===== config.mk =====
export PLATFORM = sky130hd
export DESIGN_NAME = nfa_unit
export DESIGN_NICKNAME = d
export VERILOG_FILES = /design/src/rtl/nfa_pkg.sv /design/src/rtl/nfa_rst_sync.sv /design/src/rtl/nfa_btb.sv /design/src/rtl/nfa_ras.sv /design/src/rtl/nfa_select.sv /design/src/rtl/nfa_unit.sv
export SDC_FILE = /design/constraint.sdc
export NUM_CORES = 1
export LEC_CHECK = 0
export BUFFER_PORTS_ARGS = -buffer_cell sky130_fd_sc_hd__clkbuf_2
export CORE_MARGIN = 2
export CORE_UTILIZATION = 45
export CTS_BUF_LIST = sky130_fd_sc_hd__clkbuf_8
export CTS_CLUSTER_DIAMETER = 150
export DETAILED_ROUTE_END_ITERATION = 7
export HOLD_SLACK_MARGIN = 0.06
export PLACE_DENSITY = 0.64
export SYNTH_ARGS = -nofsm -noshare
export SYNTH_HDL_FRONTEND = slang
export SYNTH_HIERARCHICAL = 1
export SYNTH_SLANG_ARGS = --single-unit

===== constraint.sdc =====
create_clock -name clk -period 10.1 [get_ports clk]
set_input_delay 2.02 -clock clk [delete_from_list [all_inputs] [get_ports clk]]
set_output_delay 2.02 -clock clk [all_outputs]
set_load 0.03 [all_outputs]

===== src/rtl/nfa_pkg.sv =====
package nfa_pkg;
  typedef enum logic [2:0] {
    BR_COND = 3'd0,
    BR_JUMP = 3'd1,
    BR_IND  = 3'd2,
    BR_CALL = 3'd3,
    BR_RET  = 3'd4
  } br_kind_t;
endpackage


===== src/rtl/nfa_rst_sync.sv =====
module nfa_rst_sync (
  input  logic clk,
  input  logic rst_n,
  output logic rst_n_sync
);
  logic [1:0] stage_q;

  always_ff @(posedge clk or negedge rst_n) begin
    if (!rst_n) stage_q <= 2'b00;
    else        stage_q <= {stage_q[0], 1'b1};
  end

  assign rst_n_sync = stage_q[1];
endmodule


===== src/rtl/nfa_btb.sv =====
module nfa_btb
  import nfa_pkg::*;
#(
  parameter int AW    = 32,
  parameter int IDX_W = 4,
  parameter int TAG_W = 8
) (
  input  logic             clk,
  input  logic             rst_n,
  input  logic [IDX_W-1:0] lk_idx,
  input  logic [TAG_W-1:0] lk_tag,
  output logic             lk_hit,
  output logic [AW-1:0]    lk_target,
  output br_kind_t         lk_kind,
  input  logic             wr_en,
  input  logic [IDX_W-1:0] wr_idx,
  input  logic [TAG_W-1:0] wr_tag,
  input  logic [AW-1:0]    wr_target,
  input  br_kind_t         wr_kind,
  input  logic             flush
);
  localparam int ENTRIES = 1 << IDX_W;

  logic [ENTRIES-1:0] vld_q, vld_d;
  logic [TAG_W-1:0]   tag_q    [ENTRIES];
  logic [AW-1:0]      target_q [ENTRIES];
  br_kind_t           kind_q   [ENTRIES];
  logic               data_we;

  assign data_we = wr_en && !flush;

  always_comb begin
    vld_d = vld_q;
    if (flush)        vld_d = '0;
    else if (wr_en)   vld_d[wr_idx] = 1'b1;
  end

  always_ff @(posedge clk or negedge rst_n) begin
    if (!rst_n) vld_q <= '0;
    else        vld_q <= vld_d;
  end

  always_ff @(posedge clk) begin
    if (data_we) begin
      tag_q[wr_idx]    <= wr_tag;
      target_q[wr_idx] <= wr_target;
      kind_q[wr_idx]   <= wr_kind;
    end
  end

  assign lk_hit    = vld_q[lk_idx] && (tag_q[lk_idx] == lk_tag);
  assign lk_target = target_q[lk_idx];
  assign lk_kind   = kind_q[lk_idx];
endmodule


===== src/rtl/nfa_ras.sv =====
module nfa_ras #(
  parameter int AW    = 32,
  parameter int DEPTH = 16
) (
  input  logic                         clk,
  input  logic                         rst_n,
  input  logic                         push,
  input  logic                         pop,
  input  logic [AW-1:0]                push_addr,
  output logic [AW-1:0]                top_addr,
  output logic                         empty,
  output logic [$clog2(DEPTH+1)-1:0]   count
);
  localparam int PTR_W = $clog2(DEPTH);
  localparam int CNT_W = $clog2(DEPTH + 1);

  logic [AW-1:0]    mem_q [DEPTH];
  logic [PTR_W-1:0] head_q, head_d, wr_ptr;
  logic [CNT_W-1:0] cnt_q, cnt_d;
  logic             full;

  assign wr_ptr = head_q + PTR_W'(1);
  assign full   = (cnt_q == CNT_W'(DEPTH));
  assign empty  = (cnt_q == '0);

  always_comb begin
    head_d = head_q;
    cnt_d  = cnt_q;
    if (push) begin
      head_d = wr_ptr;
      if (!full) cnt_d = cnt_q + CNT_W'(1);
    end else if (pop && !empty) begin
      head_d = head_q - PTR_W'(1);
      cnt_d  = cnt_q - CNT_W'(1);
    end
  end

  always_ff @(posedge clk or negedge rst_n) begin
    if (!rst_n) begin
      head_q <= '0;
      cnt_q  <= '0;
    end else begin
      head_q <= head_d;
      cnt_q  <= cnt_d;
    end
  end

  always_ff @(posedge clk) begin
    if (push) mem_q[wr_ptr] <= push_addr;
  end

  assign top_addr = mem_q[head_q];
  assign count    = cnt_q;
endmodule


===== src/rtl/nfa_select.sv =====
module nfa_select
  import nfa_pkg::*;
#(
  parameter int AW = 32
) (
  input  logic          hit,
  input  br_kind_t      kind,
  input  logic          pred_taken,
  input  logic [AW-1:0] btb_target,
  input  logic [AW-1:0] seq_pc,
  input  logic [AW-1:0] ras_top,
  input  logic          ras_empty,
  output logic [AW-1:0] next_pc,
  output logic          use_ras,
  output logic          do_push,
  output logic          do_pop
);
  always_comb begin
    next_pc = seq_pc;
    use_ras = 1'b0;
    do_push = 1'b0;
    do_pop  = 1'b0;
    if (hit) begin
      unique case (kind)
        BR_COND: if (pred_taken) next_pc = btb_target;
        BR_JUMP, BR_IND: next_pc = btb_target;
        BR_CALL: begin
          next_pc = btb_target;
          do_push = 1'b1;
        end
        BR_RET: begin
          if (!ras_empty) begin
            next_pc = ras_top;
            use_ras = 1'b1;
            do_pop  = 1'b1;
          end else begin
            next_pc = btb_target;
          end
        end
        default: next_pc = seq_pc;
      endcase
    end
  end
endmodule


===== src/rtl/nfa_unit.sv =====
module nfa_unit
  import nfa_pkg::*;
#(
  parameter int AW         = 32,
  parameter int IDX_W      = 4,
  parameter int TAG_W      = 8,
  parameter int RAS_DEPTH  = 16,
  parameter int INST_BYTES = 4
) (
  input  logic          clk,
  input  logic          rst_n,
  input  logic          fetch_valid,
  input  logic [AW-1:0] fetch_pc,
  input  logic          pred_taken,
  input  logic          rsv_valid,
  input  logic [AW-1:0] rsv_pc,
  input  logic [AW-1:0] rsv_target,
  input  logic [2:0]    rsv_kind,
  input  logic          flush,
  output logic [AW-1:0] next_pc,
  output logic          pred_hit,
  output logic          use_ras
);
  localparam int OFF_W = $clog2(INST_BYTES);
  localparam int TAG_LO = OFF_W + IDX_W;
  localparam int CNT_W = $clog2(RAS_DEPTH + 1);

  logic             rst_n_sync;
  logic             lk_hit;
  logic [AW-1:0]    lk_target;
  br_kind_t         lk_kind;
  logic [AW-1:0]    seq_pc;
  logic [AW-1:0]    ras_top;
  logic             ras_empty;
  logic [CNT_W-1:0] ras_cnt;
  logic             do_push, do_pop;
  logic             unused_rsv_bits;

  assign unused_rsv_bits = ^{rsv_pc[OFF_W-1:0], rsv_pc[AW-1:TAG_LO+TAG_W]};

  nfa_rst_sync i_rst_sync (
    .clk        (clk),
    .rst_n      (rst_n),
    .rst_n_sync (rst_n_sync)
  );

  nfa_btb #(.AW(AW), .IDX_W(IDX_W), .TAG_W(TAG_W)) i_btb (
    .clk       (clk),
    .rst_n     (rst_n_sync),
    .lk_idx    (fetch_pc[OFF_W +: IDX_W]),
    .lk_tag    (fetch_pc[TAG_LO +: TAG_W]),
    .lk_hit    (lk_hit),
    .lk_target (lk_target),
    .lk_kind   (lk_kind),
    .wr_en     (rsv_valid),
    .wr_idx    (rsv_pc[OFF_W +: IDX_W]),
    .wr_tag    (rsv_pc[TAG_LO +: TAG_W]),
    .wr_target (rsv_target),
    .wr_kind   (br_kind_t'(rsv_kind)),
    .flush     (flush)
  );

  assign pred_hit = fetch_valid && lk_hit;
  assign seq_pc   = fetch_pc + AW'(INST_BYTES);

  nfa_ras #(.AW(AW), .DEPTH(RAS_DEPTH)) i_ras (
    .clk       (clk),
    .rst_n     (rst_n_sync),
    .push      (do_push),
    .pop       (do_pop),
    .push_addr (seq_pc),
    .top_addr  (ras_top),
    .empty     (ras_empty),
    .count     (ras_cnt)
  );

  nfa_select #(.AW(AW)) i_select (
    .hit        (pred_hit),
    .kind       (lk_kind),
    .pred_taken (pred_taken),
    .btb_target (lk_target),
    .seq_pc     (seq_pc),
    .ras_top    (ras_top),
    .ras_empty  (ras_empty),
    .next_pc    (next_pc),
    .use_ras    (use_ras),
    .do_push    (do_push),
    .do_pop     (do_pop)
  );
endmodule


==> flow_summary.yaml <==
run_status:
  status: "finished clean"
floorplan:
  die_x_um: 333
  die_area_um2: 111000
  die_h_um: 333
  initial_core_util_pct: 45.5
  core-area_um2: 107000
  core.rowCount: 120
  ios: 139
timing:
  maxSlewViolCount: 0
  period_share_pct: 87.1
  final.setup_skew_ns: 0.0480
  hold_slack_ns: 0.262
  fmax_mhz: 114
  setup_tns_ns: 0
  setup_violations: 0
  setup_slack_ns: 1.30
  layout_min_cycle_time_ns: 8.80
  slew_headroom_pct: 14.0
  worstMarginPinSlew_ns: 1.28
  final_hold_viol_count: 0
  grt_setup_unrepaired: "false"
layout:
  fillers: 8453
  synthToLayoutAreaGrowth_pct: 12.6
  finish.utilization_pct: 51.2
  final_nets: 2644
  layout_commonest_cell: "edfxtp_1"
  drive_gt1_share_pct: 30.8
  final_cell_count_no_fill: 4085
  final_cell_area_um2: 54900
  mostFrequentLayoutCells: "edfxtp_1, mux4_2, clkbuf_8, mux2i_1, clkbuf_2"
synth:
  synth_nets: 2370
  ys_ff_latch: 1227
  synth.distinct_cells: 62
  seq_area_frac_synth_pct: 75.3
  async_flop_share_pct: 2.20
  syn_avg_cell_area_um2: 21.6
  netlist_instances: 2254
  ys.flop_type: "edfxtp_1"
  synth_warnings: 6
  synth-edff-count: 1200
  syn_area_um2: 48700
place:
  gp_congestion: 0.821
  place_hpwl_um: 64600
  place_area_um2: 51400
  port_buffers: 118
  pre_cts_ws_ns: 1.37
  dp_cells: 3736
hold_path:
  hold_class: "flip-flop to async pin"
critical_path:
  crit_path_start_kind: "primary input"
  crit_fanout: 46
  cp.required_ns: 8.08
  setup.worst_path.class: "primary input to primary output"
  critPathArrivalTime_ns: 6.78
  cp_slowest_cell: "and2_1"
  cp-end-kind: "primary output"
  cp_cell_sequence: "buf_8, buf_4, nand3b_1, nand4_1, xor2_1, nand4_1, a2111oi_4, and2_1, and2_1, o221ai_1, clkbuf_2"
  critPathMaxStageDelay_ns: 0.89
route:
  via_per_inst: 5.88
  wl_per_cell_um: 28.6
  drt-initial-drc-count: 2167
  postRouteWirelength_um: 117000
  dr.pass1.iters: 5
  drcViolationCount: 0
  detail-route-antenna-nets: 0
  vias: 24000
global_route:
  grt_pass1_wl_um: 170000
  grt_pass1_vias: 25500
  top_usage_layer: "met2"
  grt.met2_usage_pct: 35.4
  antenna_found_initial: 9
  grt_max_degree: 87
  grt_use_met1_pct: 27.5
  use_met3_pct: 4.73
  overflow: 0
  grt_use_total_pct: 21.2
clocking:
  cts_tree: "done"
  h-tree-depth: 4
  max-clock-path-buffers: 3
  clock_latency_ns: 0.85
  clock_sinks: 1227
  hold_buffers: 0
  cts_made_buffers: 193
  path_clk_slew_ns: 0.06
  cts_setup_buffers: 0
  clockRootBuffer: "clkbuf_8"
  cts_resized: 0
power:
  power_density_nw_per_um2: 178
  p_leak_nw: 17.5
  power_mw: 9.77
  worst_ir_drop_vdd_uv: 126
job:
  maxCapViolations: 0
metal layers:
| layer | up-vias | wire length, um |
|---|---|---|
| li1 | 10100 | - |
| met1 | 12800 | 46400 |
| met2 | 906 | 59000 |
| met3 | 214 | 8360 |
| met4 | 14 | 3080 |
| met5 | - | 92 |
logic make-up after synthesis:
family,count (synthesis),synth area share (%)
buffers and inverters,150,1.38
other,1,0.00769
multiplexers,461,17.4
AO/OA/AOI/OAI,168,2.67
AND/OR/NAND/NOR,187,2.04
adder cells (fa/ha/maj),11,0.298
XOR/XNOR,49,0.881
flip-flops,1227,75.3
worst paths after layout:
check,startpoint,to,slack [ns],cells after the start
max,fetch_pc[2],next_pc[12],1.30,11
min in group clk,i_rst_sync/stage_q[0],i_rst_sync/stage_q[1],0.35,0
max reg2reg,i_btb/tag_q[5][4],i_ras/mem_q[0][19],4.57,10
max in group asynchronous,rst_n,i_rst_sync/stage_q[1],9.05,1
min,i_rst_sync/stage_q[1],i_ras/head_q[3],0.26,1
min reg2reg,i_rst_sync/stage_q[1],i_ras/head_q[3],0.26,1
registers in the layout, summed over array words and instances, names as in the netlist:
signal and count:
i_btb/vld_q 16, i_ras/mem_q 512, i_rst_sync/stage_q 2, i_btb/target_q 512
i_btb/tag_q 128, i_ras/head_q 4, i_btb/kind_q 48, i_ras/count 5
synth_stat cells (16+ instances only):
master | instances | area share [%]
mux2_2 | 32 | 0.74
edfxtp_1 | 1200 | 74
inv_1 | 25 | 0.19
mux4_2 | 305 | 14
a22oi_1 | 33 | 0.51
a32oi_1 | 31 | 0.56
buf_2 | 45 | 0.46
mux2i_1 | 122 | 2.5
xnor2_1 | 34 | 0.61
nor2_1 | 46 | 0.35
a21o_1 | 18 | 0.28
nor3b_1 | 16 | 0.25
clkbuf_1 | 62 | 0.48
dfrtp_1 | 27 | 1.4
nand2_1 | 57 | 0.44
a221o_1 | 17 | 0.35
o21ai_0 | 35 | 0.36
layout make-up:
type                    count  area [um2]  share of cell area [%]
flip-flops and latches   1227       36700                    66.9
well taps                1403        1760                    3.20
diodes                      2        5.00                 0.00912
clock buffers             199        2740                    4.99
inverters                  27         101                   0.185
repair buffers            202        1260                    2.31
multi-input cells         877       11600                    21.2
clock inverters           148         662                    1.21
worst max-delay path: cells and delay by family:
family / cells / cell delay [ns]
AOI/OAI and AO/OA: 2 / 1.08
and+or+nand+nor: 5 / 1.94
buffers and inverters: 3 / 1.42
xor gates and xnor gates: 1 / 0.18
power breakdown:
group | internal (mW) | total (mW) | switching, mW | leakage [nW]
Combinational | 0.152 | 0.412 | 0.260 | 4.35
Sequential | 5.63 | 5.64 | 0.00818 | 11.1
Clock | 1.85 | 3.72 | 1.87 | 1.97
Total | 7.63 | 9.77 | 2.14 | 17.5
No activity file was read; power rests on OpenSTA's default activity.
